===== config.mk =====
export PLATFORM = sky130hd
export DESIGN_NAME = sel_tag_lookup
export DESIGN_NICKNAME = d
export VERILOG_FILES = /design/src/rtl/stc_pkg.sv /design/src/rtl/stc_way_slice.sv /design/src/rtl/stc_resolve.sv /design/src/rtl/stc_ctrl.sv /design/src/rtl/sel_tag_lookup.sv
export SDC_FILE = /design/constraint.sdc
export NUM_CORES = 1
export LEC_CHECK = 0
export ABC_AREA = 1
export BUFFER_PORTS_ARGS = -buffer_cell sky130_fd_sc_hd__buf_4
export CAP_MARGIN = 20
export CORE_AREA = 8 8 226 228
export CTS_CLUSTER_DIAMETER = 60
export DETAILED_ROUTE_END_ITERATION = 7
export DIE_AREA = 0 0 234 236
export GPL_TIMING_DRIVEN = 0
export PLACE_DENSITY_LB_ADDON = 0.12
export SLEW_MARGIN = 5
export SYNTH_ARGS = -nofsm -noshare
export SYNTH_HDL_FRONTEND = slang
export SYNTH_SLANG_ARGS = --single-unit
export TNS_END_PERCENT = 5

===== constraint.sdc =====
create_clock -name clk -period 7.9 [get_ports clk]
set_clock_uncertainty 0.2 [all_clocks]
set_input_delay 0.395 -clock clk [delete_from_list [all_inputs] [get_ports clk]]
set_output_delay 0.395 -clock clk [all_outputs]
set_load 0.01 [all_outputs]

===== src/rtl/stc_pkg.sv =====
package stc_pkg;
    localparam int TAG_W_DEF = 31;
    localparam int LO_W_DEF  = 4;
    localparam int WAYS_DEF  = 16;

    typedef enum logic {
        ST_IDLE = 1'b0,
        ST_RESP = 1'b1
    } stc_state_e;
endpackage


===== src/rtl/stc_way_slice.sv =====
module stc_way_slice #(
    parameter int TAG_W = 31,
    parameter int LO_W  = 4
) (
    input  logic             clk,
    input  logic             rst_n,
    input  logic             lo_phase,
    input  logic             hi_phase,
    input  logic [TAG_W-1:0] req_tag,
    input  logic [TAG_W-1:0] way_tag,
    input  logic             way_vld,
    output logic             lo_rd_en,
    output logic             hi_rd_en,
    output logic             full_match
);
    localparam int HI_W = TAG_W - LO_W;

    logic [LO_W-1:0] lo_sensed;
    logic [HI_W-1:0] hi_sensed;
    logic            survive;

    // Low slice is sensed for every way during the filter phase.
    assign lo_rd_en  = lo_phase;
    assign lo_sensed = lo_rd_en ? way_tag[LO_W-1:0] : '0;

    // Survivor flag: set by a low-slice match of a valid way, cleared otherwise
    // (a fresh decision each request, nothing is held across requests).
    assign survive = lo_rd_en && way_vld && (lo_sensed == req_tag[LO_W-1:0]);

    // High slice read enable: survivor AND stage-two phase.
    assign hi_rd_en   = survive && hi_phase;
    assign hi_sensed  = hi_rd_en ? way_tag[TAG_W-1:LO_W] : '0;
    assign full_match = hi_rd_en && (hi_sensed == req_tag[TAG_W-1:LO_W]);

    AST_HI_NEEDS_LO_MATCH: assert property (@(posedge clk) disable iff (!rst_n)
        hi_rd_en |-> (way_tag[LO_W-1:0] == req_tag[LO_W-1:0]));
    AST_MATCH_IS_FULL: assert property (@(posedge clk) disable iff (!rst_n)
        full_match |-> (way_tag == req_tag) && way_vld);
endmodule


===== src/rtl/stc_resolve.sv =====
module stc_resolve #(
    parameter int WAYS  = 16,
    parameter int TAG_W = 31,
    parameter int LO_W  = 4,
    parameter int CNT_W = 9
) (
    input  logic [WAYS-1:0]  match_vec,
    input  logic [WAYS-1:0]  survive_vec,
    output logic [WAYS-1:0]  first_hit,
    output logic             any_hit,
    output logic             many_hit,
    output logic [CNT_W-1:0] bit_cnt
);
    localparam int HI_W  = TAG_W - LO_W;
    localparam int SUR_W = $clog2(WAYS + 1);
    localparam logic [CNT_W-1:0] BASE_BITS = CNT_W'(LO_W * WAYS);
    localparam logic [CNT_W-1:0] HI_BITS   = CNT_W'(HI_W);

    logic [SUR_W-1:0] sur_cnt;
    logic [SUR_W-1:0] hit_cnt;

    // Lowest index wins.
    always_comb begin
        first_hit = '0;
        for (int w = WAYS - 1; w >= 0; w--) begin
            if (match_vec[w]) begin
                first_hit    = '0;
                first_hit[w] = 1'b1;
            end
        end
    end

    always_comb begin
        sur_cnt = '0;
        hit_cnt = '0;
        for (int w = 0; w < WAYS; w++) begin
            sur_cnt = sur_cnt + SUR_W'(survive_vec[w]);
            hit_cnt = hit_cnt + SUR_W'(match_vec[w]);
        end
    end

    assign any_hit  = |match_vec;
    assign many_hit = (hit_cnt > SUR_W'(1));
    assign bit_cnt  = BASE_BITS + HI_BITS * CNT_W'(sur_cnt);
endmodule


===== src/rtl/stc_ctrl.sv =====
module stc_ctrl
    import stc_pkg::*;
(
    input  logic clk,
    input  logic rst_n,
    input  logic req_valid,
    output logic lo_phase,
    output logic hi_phase,
    output logic capture,
    output logic rsp_valid
);
    stc_state_e state_q, state_d;

    always_ff @(posedge clk) begin
        if (!rst_n) state_q <= ST_IDLE;
        else        state_q <= state_d;
    end

    always_comb begin
        state_d   = state_q;
        lo_phase  = 1'b0;
        hi_phase  = 1'b0;
        capture   = 1'b0;
        rsp_valid = 1'b0;
        unique case (state_q)
            ST_IDLE: begin
                rsp_valid = 1'b0;
                state_d   = req_valid ? ST_RESP : ST_IDLE;
            end
            ST_RESP: begin
                rsp_valid = 1'b1;
                state_d   = req_valid ? ST_RESP : ST_IDLE;
            end
            default: state_d = ST_IDLE;
        endcase
        // Filter phase then high phase, both inside the request cycle.
        lo_phase = req_valid;
        hi_phase = req_valid;
        capture  = req_valid;
    end

    AST_RSP_FOLLOWS_REQ: assert property (@(posedge clk) disable iff (!rst_n)
        req_valid |=> rsp_valid);
    AST_RSP_ONLY_AFTER_REQ: assert property (@(posedge clk) disable iff (!rst_n)
        !req_valid |=> !rsp_valid);
endmodule


===== src/rtl/sel_tag_lookup.sv =====
module sel_tag_lookup
    import stc_pkg::*;
#(
    parameter int WAYS  = WAYS_DEF,
    parameter int TAG_W = TAG_W_DEF,
    parameter int LO_W  = LO_W_DEF,
    parameter int CNT_W = $clog2(WAYS * TAG_W + 1)
) (
    input  logic                  clk,
    input  logic                  rst_n,
    input  logic                  req_valid,
    input  logic [TAG_W-1:0]      req_tag,
    input  logic [WAYS*TAG_W-1:0] way_tags,
    input  logic [WAYS-1:0]       way_valid,
    output logic [WAYS-1:0]       lo_rd_en,
    output logic [WAYS-1:0]       hi_rd_en,
    output logic                  rsp_valid,
    output logic                  hit,
    output logic [WAYS-1:0]       hit_way,
    output logic                  multi_hit,
    output logic [CNT_W-1:0]      bit_reads
);
    localparam logic [CNT_W-1:0] MAX_BITS = CNT_W'(WAYS * TAG_W);
    localparam logic [CNT_W-1:0] MIN_BITS = CNT_W'(WAYS * LO_W);

    logic             lo_phase, hi_phase, capture;
    logic [WAYS-1:0]  match_vec;
    logic [WAYS-1:0]  first_hit;
    logic             any_hit, many_hit;
    logic [CNT_W-1:0] bit_cnt;

    stc_ctrl u_ctrl (
        .clk       (clk),
        .rst_n     (rst_n),
        .req_valid (req_valid),
        .lo_phase  (lo_phase),
        .hi_phase  (hi_phase),
        .capture   (capture),
        .rsp_valid (rsp_valid)
    );

    for (genvar w = 0; w < WAYS; w++) begin : g_way
        stc_way_slice #(.TAG_W(TAG_W), .LO_W(LO_W)) u_slice (
            .clk        (clk),
            .rst_n      (rst_n),
            .lo_phase   (lo_phase),
            .hi_phase   (hi_phase),
            .req_tag    (req_tag),
            .way_tag    (way_tags[w*TAG_W +: TAG_W]),
            .way_vld    (way_valid[w]),
            .lo_rd_en   (lo_rd_en[w]),
            .hi_rd_en   (hi_rd_en[w]),
            .full_match (match_vec[w])
        );
    end

    stc_resolve #(.WAYS(WAYS), .TAG_W(TAG_W), .LO_W(LO_W), .CNT_W(CNT_W)) u_resolve (
        .match_vec   (match_vec),
        .survive_vec (hi_rd_en),
        .first_hit   (first_hit),
        .any_hit     (any_hit),
        .many_hit    (many_hit),
        .bit_cnt     (bit_cnt)
    );

    always_ff @(posedge clk) begin
        if (!rst_n || !capture) begin
            hit       <= 1'b0;
            hit_way   <= '0;
            multi_hit <= 1'b0;
            bit_reads <= '0;
        end else begin
            hit       <= any_hit;
            hit_way   <= first_hit;
            multi_hit <= many_hit;
            bit_reads <= bit_cnt;
        end
    end

    AST_IDLE_NO_READS: assert property (@(posedge clk) disable iff (!rst_n)
        !req_valid |-> (lo_rd_en == '0) && (hi_rd_en == '0));
    AST_ALL_LO_ON_REQ: assert property (@(posedge clk) disable iff (!rst_n)
        req_valid |-> (lo_rd_en == {WAYS{1'b1}}));
    AST_HI_ONLY_VALID: assert property (@(posedge clk) disable iff (!rst_n)
        (hi_rd_en & ~way_valid) == '0);
    AST_HIT_ONEHOT: assert property (@(posedge clk) disable iff (!rst_n)
        hit |-> $onehot0(hit_way) && (hit_way != '0));
    AST_MISS_NO_WAY: assert property (@(posedge clk) disable iff (!rst_n)
        !hit |-> (hit_way == '0));
    AST_MULTI_IMPLIES_HIT: assert property (@(posedge clk) disable iff (!rst_n)
        multi_hit |-> hit);
    AST_BITS_BOUND: assert property (@(posedge clk) disable iff (!rst_n)
        rsp_valid |-> (bit_reads >= MIN_BITS) && (bit_reads <= MAX_BITS));
    AST_IDLE_QUIET: assert property (@(posedge clk) disable iff (!rst_n)
        !rsp_valid |-> !hit && !multi_hit && (bit_reads == '0));
endmodule


* Word-level counts from Yosys, hierarchy flattened
Cells that the tools add are included.
** Word-level totals
- Output and inout bits :: 60
- Bits in registers :: 28
** Operators by class
- Equality and inequality tests :: 32
- $mul :: 1
- Add/sub/neg operators :: 31
- Multiplexer cells :: 50
- Reductions and logical operators :: 83
- Bitwise gates (word level) :: 1
- Magnitude comparators :: 1
** Operators with widths (count)
- $eq A27 B27 Y1 :: 16
- $mux W27 :: 16
- $add A5 B1 Y5 :: 28
- $mux W4 :: 17
- $eq A4 B4 Y1 :: 16
- $logic_and A1 B1 Y1 :: 64
- $reduce_or A16 Y1 :: 2
- $mux W16 :: 1
- $mux W15 :: 1
- $reduce_or A15 Y1 :: 1
- $mux W14 :: 1
- $reduce_or A14 Y1 :: 1
- $mux W13 :: 1
- $reduce_or A13 Y1 :: 1
- $mux W12 :: 1
- $reduce_or A12 Y1 :: 1
- $mux W11 :: 1
- $reduce_or A11 Y1 :: 1
- $mux W10 :: 1
- $reduce_or A10 Y1 :: 1
- $add A7 B9 Y9 const A :: 1
- $mul A5 B5 Y9 const A :: 1
- $mux W9 :: 1
- $reduce_or A9 Y1 :: 1
- other kinds (20) :: 23

* Logic depth before layout (Yosys ltp)
- Word-level depth :: 23
- Gate-level depth with buffers :: 39
- Depth with buffers taken out :: 37

* Modules after synthesis
From an unflattened synthesis, not the netlist that was laid out.
** Second synthesis, totals
- Cell total of the unflattened synthesis :: 3037
- Area, all modules :: 15638.7 um^2
** Modules (own cells, without submodules)
- stc_way_slice :: instances 16, cells an instance 173, area each 837.1 um^2
- stc_resolve :: instances 1, cells an instance 179, area each 1423.9 um^2
- sel_tag_lookup :: instances 1, cells an instance 84, area each 772.0 um^2
- stc_ctrl :: instances 1, cells an instance 6, area each 50.0 um^2

* Worst setup path before layout
OpenSTA, ideal clock, no wires.
- Path kind :: input to register
- From :: in req_tag[2]
- To :: reg bit_reads[8]
- Data arrival time :: 6485 ps
- Slack :: 1095 ps
- Cell stages on the path :: 38
- Data required time :: 7579 ps
- Cell sequence :: inv_2 buf_6 nand2_1 nand3_1 nor2_2 nand2_2 inv_2 buf_6 ha_1 inv_1 fa_1 inv_1 fa_1 inv_1 fa_1 fa_1 inv_1 fa_1 (+2 left out) xnor2_1 ha_1 inv_1 fa_1 inv_1 fa_1 ha_1 inv_1 nor2_1 nor2_1 inv_1 nand2_1 inv_1 nor2_1 nor2_1 nor2_1 o21ai_0 a21oi_1
** On the way
- Longest elaborated chain between the ends :: 20
** Ends and longest elaborated chain
- from (decl) :: line sel_tag_lookup.sv:12 : input logic [TAG_W-1:0] req_tag,
- $eq A4 B4 Y1 :: line stc_way_slice.sv:28 : assign survive = lo_rd_en && way_vld && (lo_sensed == req_tag[LO_W-1:0]);
- $logic_and A1 B1 Y1 :: line stc_way_slice.sv:28
- $logic_and A1 B1 Y1 :: line stc_way_slice.sv:31 : assign hi_rd_en = survive && hi_phase;
- via g_way[1].u_slice.hi_rd_en :: line stc_way_slice.sv:13 : output logic hi_rd_en,
- $add A1 B1 Y2 :: line stc_resolve.sv:37 : sur_cnt = sur_cnt + SUR_W'(survive_vec[w]);
- $add A5 B1 Y5 (14 in series) :: line stc_resolve.sv:37
- $mul A5 B5 Y9 :: line stc_resolve.sv:44 : assign bit_cnt = BASE_BITS + HI_BITS * CNT_W'(sur_cnt);
- $add A7 B9 Y9 :: line stc_resolve.sv:44
- to (signal assigned) :: line sel_tag_lookup.sv:76 : bit_reads <= bit_cnt;
- to (decl) :: line sel_tag_lookup.sv:21 : output logic [CNT_W-1:0] bit_reads
The timed path passes the listed nets, and every way through them passes these cells.
A chain may end at the register's enable or synchronous reset.

* Final worst setup path
- From :: in req_tag[1]
- To :: reg bit_reads[8]
The elaborated chain is that of the path after synthesis.

==> results.md <==
- Cells with a size suffix above 1 make up 27.03% of the layout.
- The proportion of synthesized flip-flops having asynchronous set or reset is 0%.
- The finished layout holds 3640 standard cells, fillers aside.
- The die covers 55220 sq um.
- Across the VDD grid, the largest voltage drop is 71.50 uV.
- The total clock buffers created by CTS is 3.
- Data arrives at the worst endpoint at 7.56 ns.
- The share of synthesized cell area in full adder, half adder and majority cells is 6.783%.
- The timing-limited maximum frequency is 132.2 MHz.
- The number of buffers and inverters on the critical path is 14.
- The sequential standard cell area is 560.5 sq um.
- After Yosys synthesis, XOR and XNOR cells account for 6.904% of the synthesized area.
- The leakage power figure is 0.009438 uW.
- The first global-routing pass estimated 133300 um of wire.
- The top fanout value on the critical path is 11.
- The global routing met2 resource utilization is 56.03%.
- During placement, the flow inserted port buffers numbering 588.
- The worst setup path is launched from an input pin.
- On the critical path, the stage with the largest delay is an instance of sky130_fd_sc_hd__fa_1.
- Averaged over all synthesized cells, the footprint is 5.167 sq um.
- The total overflow left after global routing is 0.
- The total area inside the core boundary comes to 47350 sq um.
- The per-cell via count in the routed design is 5.216.
- On the worst path, the slowest cell contributes a delay of 0.48 ns.
- The clock transition at the registers of the reported paths is 0.07 ns.
- The share of the synthesized area in compound gates (AO/OA/AOI/OAI) is 9.954%.
- Max-cap violations in this run came to 0.
- The DRC violation total after the first TritonRoute iteration is 1746.
- Yosys printed 0 warnings.
- 606 I/O pins were placed.
- The post-synth net total is 3005.
- The number of antenna violations at the first check in global routing came to 22.
- The worst setup path is captured at a flip-flop.
- The die span in x is 234 um.
- The final count of hold timing violations was 0.
- The hold path depth is 6.
- The initial utilization of the core area, before any placement, comes to 26.26%.
- The clock root buffer master is sky130_fd_sc_hd__clkbuf_16.
- The part of the Yosys area used for sequential elements is 4.509%.
- Entering global routing, the biggest net connects 18 pins.
- In the post-route analysis, the smallest setup slack over all paths is 0.3372 ns.
- The routed layout has 18986 vias.
- The wire length reported by the detailed router is 97650 um.
- The run finished with clean final reports.
- The number of detailed-routing iterations run before antenna repair is 6.
- For the pin with the worst max-slew slack, the measured transition is 1.259 ns.
- Total power for the finished layout comes to 1136 uW.
- Summing every instance area after synthesis gives 12430 sq um.
- Headroom to the max-slew limit came out at 16.08%.
- CTS saw 28 sinks.
- For the final routed database, the setup TNS stands at 0 ns.
- At the worst endpoint, the required time is 7.89 ns.
- After legalization and detailed placement, the total HPWL measured 80910 um.
- For the finished layout, the period the worst path requires is 7.563 ns.
- In this run the core area contains 80 standard-cell rows.
- The most used flip-flop cell after synthesis is sky130_fd_sc_hd__dfxtp_1.
- The number of flops mapped to enable cells by yosys is 0.
- Relative to the synthesized area, the layout overhead comes to 44.13%.
- For this run, global-route usage on met3 was measured as 7.862%.
- At the end of routability-driven placement, the weighted congestion stood at 0.9656.
- At the placement stage, the worst setup path has a slack of -0.02050 ns.
- The most numerous cell on the critical path is sky130_fd_sc_hd__inv_1.
- Setup violations remaining at the end of the flow were counted as 0.
- The setup fix buffers added after clock tree synthesis is 0.
- The detail route stage leaves a number of antenna-violating nets equal to 0.
- The critical path is of the in -> reg type.
- For this run, the total global-route usage over all layers was measured as 33.43%.
- The deepest level of the CTS H-tree is 1.
- The number of placed instances, taps included, is 3618.
- The dominant combinational cell family by area after synthesis is simple AND/OR/NAND/NOR gates.
- The cell count after synthesis is 2406.
- The min-delay analysis places its worst path in the category in -> reg.
- The number of filler instances in the final layout is 5458.
- Power spread over the standard cell area amounts to 63.38 nW/um^2.
- The cell family contributing the most delay on the critical path is adder cells.
- The count of hold-fix buffers inserted at cts is 0.
- The fraction of synthesized area in multiplexers is 0%.
- The basic-gate share of the synthesized area counting and, or, nand and nor cells is 55.62%.
- The synthesis-stage register bit count is 28.
- The launch instance of the worst min-delay path is way_tags[304].
- For met1 alone, demand over resource in global routing was 40.65%.
- The via count of the first global-routing pass was 18503.
- The multi-input gate area in the final layout is 9868 sq um.
- In this run the most used layer during global routing was met2.
- The end point of the most critical hold path is hit_way[9].
- The TritonCTS clock tree is done.
- The number of distinct library cell variants in the gate-level netlist after synthesis is 52.
- The post-route clock period utilization is 95.73%.
- The die is 236 um tall.
- The final number of max-transition violations was 0.
- The final layout net count is 3608.
- The clock tree buffer depth is 2.
- After detailed routing, the number of remaining DRC violations is 0.
- In the final routed layout, each cell accounts on average for 26.83 um.
per-stage QoR:
step	cell area, sq um	utilization (%)	hold slack [ns]
after floorplan	12430	-	0.4769
after CTS	17850	37.69	0.4625
after global placement	17620	37.21	0.5886
after detailed placement	17740	37.47	0.5892
after global routing	17910	37.83	0.5246
final	17920	37.85	0.4775
report_power, final:
group	switching, uW	internal (uW)	total, uW
registers	0.765	144	145
clock network	48.8	101	150
logic	503	338	841
total	553	583	1140
metal layers:
layer | part of all wire (%) | up-vias
li1 | - | 8857
met1 | 40 | 8952
met2 | 47 | 981
met3 | 8.6 | 184
met4 | 4.3 | 12
met5 | 0.088 | -
worst max path at each step:
stage	to	depth (start not counted)	start
2_1_floorplan	bit_reads[8]	38	req_tag[2]
3_3_place_gp	bit_reads[8]	39	req_tag[1]
3_5_place_dp	bit_reads[8]	39	req_tag[1]
4_1_cts	bit_reads[8]	39	req_tag[1]
5_1_grt	bit_reads[8]	38	req_tag[0]
6_report	bit_reads[8]	37	req_tag[1]
state kept, by name, indices dropped and copies added, names as in the netlist:
register and flops:
u_ctrl.state_q 1, hit_way 16, hit 1, multi_hit 1, bit_reads 9
placed cells by master (no fill, tap or decap), types with 41 or more instances in the layout:
| cell type | synthesis | final |
|---|---|---|
| sky130_fd_sc_hd__o21ai_0 | 137 | 137 |
| sky130_fd_sc_hd__buf_4 | 48 | 637 |
| sky130_fd_sc_hd__xor2_1 | 61 | 60 |
| sky130_fd_sc_hd__inv_1 | 233 | 233 |
| sky130_fd_sc_hd__buf_2 | 41 | 41 |
| sky130_fd_sc_hd__nor2_1 | 284 | 284 |
| sky130_fd_sc_hd__clkbuf_1 | 45 | 44 |
| sky130_fd_sc_hd__nand4_1 | 105 | 105 |
| sky130_fd_sc_hd__nand3_1 | 303 | 303 |
| sky130_fd_sc_hd__nand2_1 | 799 | 799 |
cells in the mapped netlist, drive strengths merged (2+ instances only):
cell type,count,share of area [%]
or2,6,0.30
o22ai,13,0.65
xnor2,37,2.6
fa,24,3.9
a22o,2,0.14
nand3,316,13
nand4,106,5.5
a21oi,10,0.58
o211ai,4,0.24
ha,29,2.9
nand2,817,25
xor2,61,4.3
inv,253,7.7
buf,119,6.7
dfxtp,28,4.5
nand3b,2,0.12
clkbuf,46,1.4
nor2,314,11
a211oi,3,0.28
o21bai,8,0.48
clkinv,13,0.41
nor3,9,0.49
o21ai,178,7.2
repair_timing:
action,CTS,global route
endpoints found under the hold margin,0,0
endpoints found under the setup margin,0,1
resized for setup,0,2
layout make-up:
cell class	count	area share, %
Multi-Input combinational cell	1947	55.07
Timing Repair Buffer	598	25.41
Buffer	165	5.656
Inverter	266	5.614
Tap cell	615	4.294
Sequential cell	28	3.128
Clock buffer	3	0.4190
Antenna cell	17	0.2374
Clock inverter	1	0.1676
kinds of logic after synthesis:
kind of cell,Yosys count
AO/OA/AOI/OAI,223
XOR/XNOR,98
adder cells (fa/ha/maj),53
buffers and inverters,431
flip-flops,28
AND/OR/NAND/NOR,1573
No activity file was read; power rests on OpenSTA's default activity.
